File: config.mk
export PLATFORM = sky130hd
export DESIGN_NAME = gpio_edge_port
export DESIGN_NICKNAME = d
export VERILOG_FILES = /design/src/rtl/gpio_port_pkg.sv /design/src/rtl/gpio_in_sync.sv /design/src/rtl/gpio_pin_mux.sv /design/src/rtl/gpio_edge_flags.sv /design/src/rtl/gpio_edge_port.sv
export SDC_FILE = /design/constraint.sdc
export NUM_CORES = 1
export LEC_CHECK = 0
export ABC_CLOCK_PERIOD_IN_PS = 2050
export BUFFER_PORTS_ARGS = -buffer_cell sky130_fd_sc_hd__buf_2
export CAP_MARGIN = 20
export CORE_MARGIN = 2
export CORE_UTILIZATION = 55
export CTS_CLUSTER_DIAMETER = 50
export DETAILED_ROUTE_END_ITERATION = 7
export PLACE_DENSITY = 0.8
export SETUP_SLACK_MARGIN = 0.5
export SLEW_MARGIN = 20
export SYNTH_ARGS = -nofsm -noshare
export SYNTH_HDL_FRONTEND = slang
export SYNTH_SLANG_ARGS = --single-unit
export TNS_END_PERCENT = 30
File: constraint.sdc
create_clock -name clk -period 2.05 [get_ports clk]
set_clock_uncertainty 0.2 [all_clocks]
set_input_delay 0.41 -clock clk [delete_from_list [all_inputs] [get_ports clk]]
set_output_delay 0.41 -clock clk [all_outputs]
set_load 0.02 [all_outputs]
File: src/rtl/gpio_port_pkg.sv
package gpio_port_pkg;

  localparam int unsigned ADDR_W = 4;

  typedef enum logic [ADDR_W-1:0] {
    RA_LEVEL = 4'd0,
    RA_DRIVE = 4'd1,
    RA_DIR   = 4'd2,
    RA_PULL  = 4'd3,
    RA_FHI   = 4'd4,
    RA_FLO   = 4'd5,
    RA_IRQEN = 4'd6,
    RA_EDGE  = 4'd7,
    RA_FLAG  = 4'd8
  } reg_addr_e;

  typedef enum logic [1:0] {
    FN_GPIO = 2'b00,
    FN_PRIM = 2'b01,
    FN_RSVD = 2'b10,
    FN_SEC  = 2'b11
  } pin_fn_e;

  // Edge match on one pin: falling selects high-to-low, else low-to-high.
  function automatic logic edge_hit(logic now_lvl, logic old_lvl, logic falling);
    return falling ? (old_lvl & ~now_lvl) : (now_lvl & ~old_lvl);
  endfunction

  // Output source for one pin given its function pair.
  function automatic logic pick_out(pin_fn_e fn, logic gpio_v, logic prim_v, logic sec_v);
    logic r;
    case (fn)
      FN_GPIO: r = gpio_v;
      FN_PRIM: r = prim_v;
      FN_SEC:  r = sec_v;
      default: r = 1'b0;
    endcase
    return r;
  endfunction

endpackage

File: src/rtl/gpio_in_sync.sv
module gpio_in_sync #(
  parameter int unsigned WIDTH  = 8,
  parameter int unsigned STAGES = 2
) (
  input  logic             clk,
  input  logic             rst_n,
  input  logic [WIDTH-1:0] async_in,
  output logic [WIDTH-1:0] sync_q,
  output logic [WIDTH-1:0] prev_q
);

  localparam int unsigned DEPTH = STAGES + 1;

  logic [WIDTH-1:0] chain [DEPTH];

  always_ff @(posedge clk or negedge rst_n) begin
    if (!rst_n) begin
      for (int k = 0; k < DEPTH; k++) chain[k] <= '0;
    end else begin
      chain[0] <= async_in;
      for (int k = 1; k < DEPTH; k++) chain[k] <= chain[k-1];
    end
  end

  assign sync_q = chain[STAGES-1];
  assign prev_q = chain[STAGES];

endmodule

File: src/rtl/gpio_pin_mux.sv
module gpio_pin_mux
  import gpio_port_pkg::*;
#(
  parameter int unsigned WIDTH = 8
) (
  input  logic [WIDTH-1:0] fn_hi,
  input  logic [WIDTH-1:0] fn_lo,
  input  logic [WIDTH-1:0] drive,
  input  logic [WIDTH-1:0] prim_out,
  input  logic [WIDTH-1:0] sec_out,
  output logic [WIDTH-1:0] pin_out,
  output logic [WIDTH-1:0] gpio_mask
);

  for (genvar i = 0; i < WIDTH; i++) begin : g_pin
    pin_fn_e fn;
    assign fn           = pin_fn_e'({fn_hi[i], fn_lo[i]});
    assign pin_out[i]   = pick_out(fn, drive[i], prim_out[i], sec_out[i]);
    assign gpio_mask[i] = (fn == FN_GPIO);
  end

endmodule

File: src/rtl/gpio_edge_flags.sv
module gpio_edge_flags
  import gpio_port_pkg::*;
#(
  parameter int unsigned WIDTH = 8
) (
  input  logic             clk,
  input  logic             rst_n,
  input  logic [WIDTH-1:0] sync_lvl,
  input  logic [WIDTH-1:0] prev_lvl,
  input  logic [WIDTH-1:0] edge_fall,
  input  logic [WIDTH-1:0] gpio_mask,
  input  logic             sw_wr,
  input  logic [WIDTH-1:0] sw_data,
  output logic [WIDTH-1:0] hw_set,
  output logic [WIDTH-1:0] flags
);

  logic [WIDTH-1:0] flags_d;

  for (genvar i = 0; i < WIDTH; i++) begin : g_edge
    assign hw_set[i] = gpio_mask[i] & edge_hit(sync_lvl[i], prev_lvl[i], edge_fall[i]);
  end

  // Hardware events are ORed after the software load so none is lost.
  assign flags_d = (sw_wr ? sw_data : flags) | hw_set;

  always_ff @(posedge clk or negedge rst_n) begin
    if (!rst_n) flags <= '0;
    else        flags <= flags_d;
  end

  AST_FLAG_STICKY: assert property (@(posedge clk) disable iff (!rst_n)
    !sw_wr |=> ((flags & $past(flags)) == $past(flags)));

  AST_EDGE_WINS: assert property (@(posedge clk) disable iff (!rst_n)
    (hw_set != '0) |=> ((flags & $past(hw_set)) == $past(hw_set)));

endmodule

File: src/rtl/gpio_edge_port.sv
module gpio_edge_port
  import gpio_port_pkg::*;
#(
  parameter int unsigned WIDTH       = 8,
  parameter int unsigned SYNC_STAGES = 2
) (
  input  logic              clk,
  input  logic              rst_n,
  input  logic              bus_we,
  input  logic [ADDR_W-1:0] bus_addr,
  input  logic [WIDTH-1:0]  bus_wdata,
  output logic [WIDTH-1:0]  bus_rdata,
  input  logic [WIDTH-1:0]  pin_in,
  output logic [WIDTH-1:0]  pin_oe,
  output logic [WIDTH-1:0]  pin_out,
  output logic [WIDTH-1:0]  pad_pull_en,
  output logic [WIDTH-1:0]  pad_pull_up,
  input  logic [WIDTH-1:0]  prim_out,
  input  logic [WIDTH-1:0]  sec_out,
  output logic [WIDTH-1:0]  periph_in,
  output logic              irq
);

  logic [WIDTH-1:0] drive_q, dir_q, pull_q, fhi_q, flo_q, ien_q, edge_q;
  logic [WIDTH-1:0] sync_lvl, prev_lvl, gpio_mask, flags, hw_set;
  logic             flag_wr;

  // Register writes
  always_ff @(posedge clk or negedge rst_n) begin
    if (!rst_n) begin
      drive_q <= '0;
      dir_q   <= '0;
      pull_q  <= '0;
      fhi_q   <= '0;
      flo_q   <= '0;
      ien_q   <= '0;
      edge_q  <= '0;
    end else if (bus_we) begin
      case (reg_addr_e'(bus_addr))
        RA_DRIVE: drive_q <= bus_wdata;
        RA_DIR:   dir_q   <= bus_wdata;
        RA_PULL:  pull_q  <= bus_wdata;
        RA_FHI:   fhi_q   <= bus_wdata;
        RA_FLO:   flo_q   <= bus_wdata;
        RA_IRQEN: ien_q   <= bus_wdata;
        RA_EDGE:  edge_q  <= bus_wdata;
        default:  ;
      endcase
    end
  end

  assign flag_wr = bus_we && (reg_addr_e'(bus_addr) == RA_FLAG);

  gpio_in_sync #(.WIDTH(WIDTH), .STAGES(SYNC_STAGES)) u_sync (
    .clk      (clk),
    .rst_n    (rst_n),
    .async_in (pin_in),
    .sync_q   (sync_lvl),
    .prev_q   (prev_lvl)
  );

  gpio_pin_mux #(.WIDTH(WIDTH)) u_mux (
    .fn_hi     (fhi_q),
    .fn_lo     (flo_q),
    .drive     (drive_q),
    .prim_out  (prim_out),
    .sec_out   (sec_out),
    .pin_out   (pin_out),
    .gpio_mask (gpio_mask)
  );

  gpio_edge_flags #(.WIDTH(WIDTH)) u_flags (
    .clk       (clk),
    .rst_n     (rst_n),
    .sync_lvl  (sync_lvl),
    .prev_lvl  (prev_lvl),
    .edge_fall (edge_q),
    .gpio_mask (gpio_mask),
    .sw_wr     (flag_wr),
    .sw_data   (bus_wdata),
    .hw_set    (hw_set),
    .flags     (flags)
  );

  assign pin_oe      = dir_q;
  assign pad_pull_en = pull_q;
  assign pad_pull_up = drive_q;
  assign periph_in   = sync_lvl;
  assign irq         = |(flags & ien_q & gpio_mask);

  // Read mux
  always_comb begin
    case (reg_addr_e'(bus_addr))
      RA_LEVEL: bus_rdata = sync_lvl;
      RA_DRIVE: bus_rdata = drive_q;
      RA_DIR:   bus_rdata = dir_q;
      RA_PULL:  bus_rdata = pull_q;
      RA_FHI:   bus_rdata = fhi_q;
      RA_FLO:   bus_rdata = flo_q;
      RA_IRQEN: bus_rdata = ien_q;
      RA_EDGE:  bus_rdata = edge_q;
      RA_FLAG:  bus_rdata = flags;
      default:  bus_rdata = '0;
    endcase
  end

  AST_OE_FOLLOWS_DIR: assert property (@(posedge clk) disable iff (!rst_n)
    (bus_we && bus_addr == RA_DIR) |=> (pin_oe == $past(bus_wdata)));

  AST_LEVEL_READONLY: assert property (@(posedge clk) disable iff (!rst_n)
    (bus_we && bus_addr == RA_LEVEL) |=> ($stable(pin_oe) && $stable(pad_pull_en) && $stable(pad_pull_up)));

  AST_PERIPH_NO_IRQ: assert property (@(posedge clk) disable iff (!rst_n)
    (&(fhi_q | flo_q)) |-> !irq);

endmodule

==> results.py <==
metrics = {
    "outcome": {
        "outcome": "finished with violations",
        "violations": "negative setup slack",
    },
    "grt": {
        "grt_start_max_net_pins": 45,
        "grt_util_all_layers": 0.3089,
        "grt_pass1_wl_mm": 19.96,
        "grt.overflow.total": 0,
        "grt_pass1_vias": 3773,
        "antenna_found_initial": 1,
    },
    "die": {
        "io_pins": 88,
        "start_util": 0.5582,
        "coreArea_sq_um": 7607,
        "die_w_um": 91.87,
        "die_h_um": 91.87,
        "num_rows": 32,
        "die-area_sq_um": 8440,
    },
    "final_layout": {
        "drive_gt1_frac": 0.6053,
        "fin_nets": 566,
        "final_area_sq_um": 6494,
        "diodes": 0,
        "syn_to_final_growth_pct": 52.92,
        "most-common-layout-cells": "dfrtp_1 (73), buf_6 (73), buf_4 (55), buf_2 (40), mux2_4 (36)",
        "fin_util": 0.8536,
    },
    "timing": {
        "worstMarginPinSlew_ns": 0.4629,
        "hold_viol_final": 0,
        "max_freq_mhz": 405.6,
        "post-route-period-util": 1.203,
        "fin_ws_ns": -0.4152,
        "hold_ws_ns": 0.1492,
        "setup_viol": 11,
        "rsz0062_at_grt": "yes",
        "slew_viol_final": 0,
        "maxSlewHeadroom": 0.6914,
        "post-route-min-period_ns": 2.465,
    },
    "worst_setup_path": {
        "crit_chain": "mux2_2 -> a221oi_2 -> a311oi_1 -> a211o_1 -> buf_6",
        "slowest_delay_ns": 0.42,
        "worst_path_max_delay_cell": "dfrtp_1",
        "crit_buf_inv": 1,
        "critPathLaunchType": "register",
        "endpoint_kind": "output port",
        "path_class": "reg2out",
        "cp_data_required_time_ns": 1.44,
        "cp_max_fo": 4,
        "ff2ff_setup_slack_ns": 0.72,
        "cp_top_family": "compound AO/OA/AOI/OAI gates",
        "critPathArrivalTime_ns": 1.86,
    },
    "clock_tree": {
        "clock_sinks": 88,
        "cts_tree": "built",
        "clk_latency_ns": 0.37,
        "cts_root_buf": "clkbuf_8",
        "cts_made_buffers": 9,
        "htree_levels": 3,
        "clk_pin_slew_ns": 0.09,
        "ctsLongestPathBuffers": 2,
    },
    "yosys": {
        "syn-cell-area_sq_um": 4247,
        "synth-warning-count": 0,
        "synthCells": 352,
        "ys_ff_latch": 88,
        "syn-num-nets": 391,
        "synth_edf_count": 0,
        "synth.avg_cell_area_sq_um": 12.06,
        "synth_cell_types": 52,
        "synth_flop_cell": "dfrtp_1",
        "synth-seq-area-share": 0.5186,
        "synthArstFlopShare": 1.000,
    },
    "placed_design": {
        "numPortBuffers": 87,
        "dpl.hpwl_mm": 8.153,
        "place_congestion": 0.8833,
        "dpl_cell_area_sq_um": 5289,
    },
    "route": {
        "ant_nets": 0,
        "dr_wl_met3_mm": 1.036,
        "wl_met2_mm": 6.834,
        "drtIter0Drc": 420,
        "detail_route.vias_per_cell": 6.218,
        "drc": 0,
        "top_layer": "met5",
        "via_count": 3942,
        "met1Wirelength_mm": 5.727,
        "route.detailed.wl_per_inst_um": 22.74,
        "routed_wl_mm": 14.42,
        "dr.pass1.iters": 5,
    },
    "pwr": {
        "leakage_nw": 3.031,
        "irDropWorstVdd_mv": 0.5310,
        "p_per_area_nw_per_um2": 889.4,
    },
    "hold_path": {
        "hp-class": "in2reg",
    },
    "flow_run": {
        "cap_violations": 0,
    },
}
==> cell type report <==
class                           instances  area, sq um
Multi-Input combinational cell        241         2248
Sequential cell                        88         2221
Clock buffer                           11        141.4
Fill cell                             365         1114
Timing Repair Buffer                  186         1695
Inverter                                1        3.754
Tap cell                              102        127.6
Clock inverter                          5        56.30
==> cells by family (layout without fill, tap and decap cells) <==
| family | count (synthesis) | after routing | share of synthesized area |
|---|---|---|---|
| buf+inv | 23 | 203 | 0.03300 |
| simple gates | 104 | 104 | 0.1364 |
| compound gates | 51 | 51 | 0.08014 |
| flops | 88 | 88 | 0.5186 |
| mux | 86 | 86 | 0.2319 |
==> state kept, by name, summed over array words and instances (netlist names) <==
signal	cells
edge_q	8
pad_pull_up	8
fhi_q	8
u_sync.sync_q	8
u_flags.flags	8
pad_pull_en	8
u_sync.chain	8
flo_q	8
pin_oe	8
ien_q	8
u_sync.prev_q	8
==> cells in the mapped netlist (3+ instances only) <==
master / instances / area share
nand2_1: 31 / 0.027
nor3b_1: 4 / 0.0071
a21oi_1: 9 / 0.011
mux2i_1: 17 / 0.040
nand4_1: 3 / 0.0044
mux2_2: 63 / 0.17
a31oi_1: 5 / 0.0074
nand3b_1: 5 / 0.0088
o22ai_1: 3 / 0.0044
o21ai_0: 11 / 0.013
a22o_1: 6 / 0.012
buf_4: 9 / 0.016
nor2_1: 19 / 0.017
and3_1: 3 / 0.0044
nand3_1: 13 / 0.015
nor2_4: 3 / 0.0080
nor3_1: 6 / 0.0071
buf_2: 8 / 0.0094
dfrtp_1: 88 / 0.52
==> timing repair <==
action	CTS	global route
setup endpoints to repair	109	104
resized for setup	123	90
hold buffers	9	0
gates cloned	0	0
pin swaps	15	14
hold endpoints to repair	39	0
setup buffers	8	20
==> per-stage QoR <==
stage	setup WS, ns	power, mW	instances	TNS [ns]
finish	-0.4152	5.776	634	-2.314
global route	-0.4570	5.990	634	-2.855
CTS	-0.3516	5.354	614	-2.167
detailed placement	-0.4553	3.821	581	-6.829
global placement	-0.3691	3.766	581	-5.101
floorplan	-0.03701	3.257	352	-0.05125
==> power breakdown <==
part | leakage, nW | switching, mW | internal, mW
combinational | 1.90 | 0.935 | 1.18
clock | 0.0993 | 0.646 | 0.596
sequential | 1.03 | 0.368 | 2.05
total | 3.03 | 1.95 | 3.83
==> worst min-delay path, delay by kind of cell <==
family	cells	cell delay, ns
buffers and inverters	1	0.15
AND/OR/NAND/NOR	2	0.12
==> worst paths after layout <==
| check | start | endpoint | cells past startpoint |
|---|---|---|---|
| max in group asynchronous | rst_n | u_sync.sync_q[7] | 3 |
| max reg2reg | u_sync.sync_q[3] | u_flags.flags[3] | 3 |
| min | bus_wdata[1] | u_flags.flags[1] | 3 |
| min reg2reg | u_sync.chain[17] | u_sync.sync_q[1] | 0 |
| max | pad_pull_up[4] | bus_rdata[4] | 5 |
| min in group asynchronous | rst_n | flo_q[5] | 2 |
==> metal layers <==
layer  vias up  track usage
li1       1641            -
met1      1950       0.4121
met2       269       0.4969
met3        80      0.04437
met4         2       0.1542
met5         -            0
No activity file was read; power rests on OpenSTA's default activity.
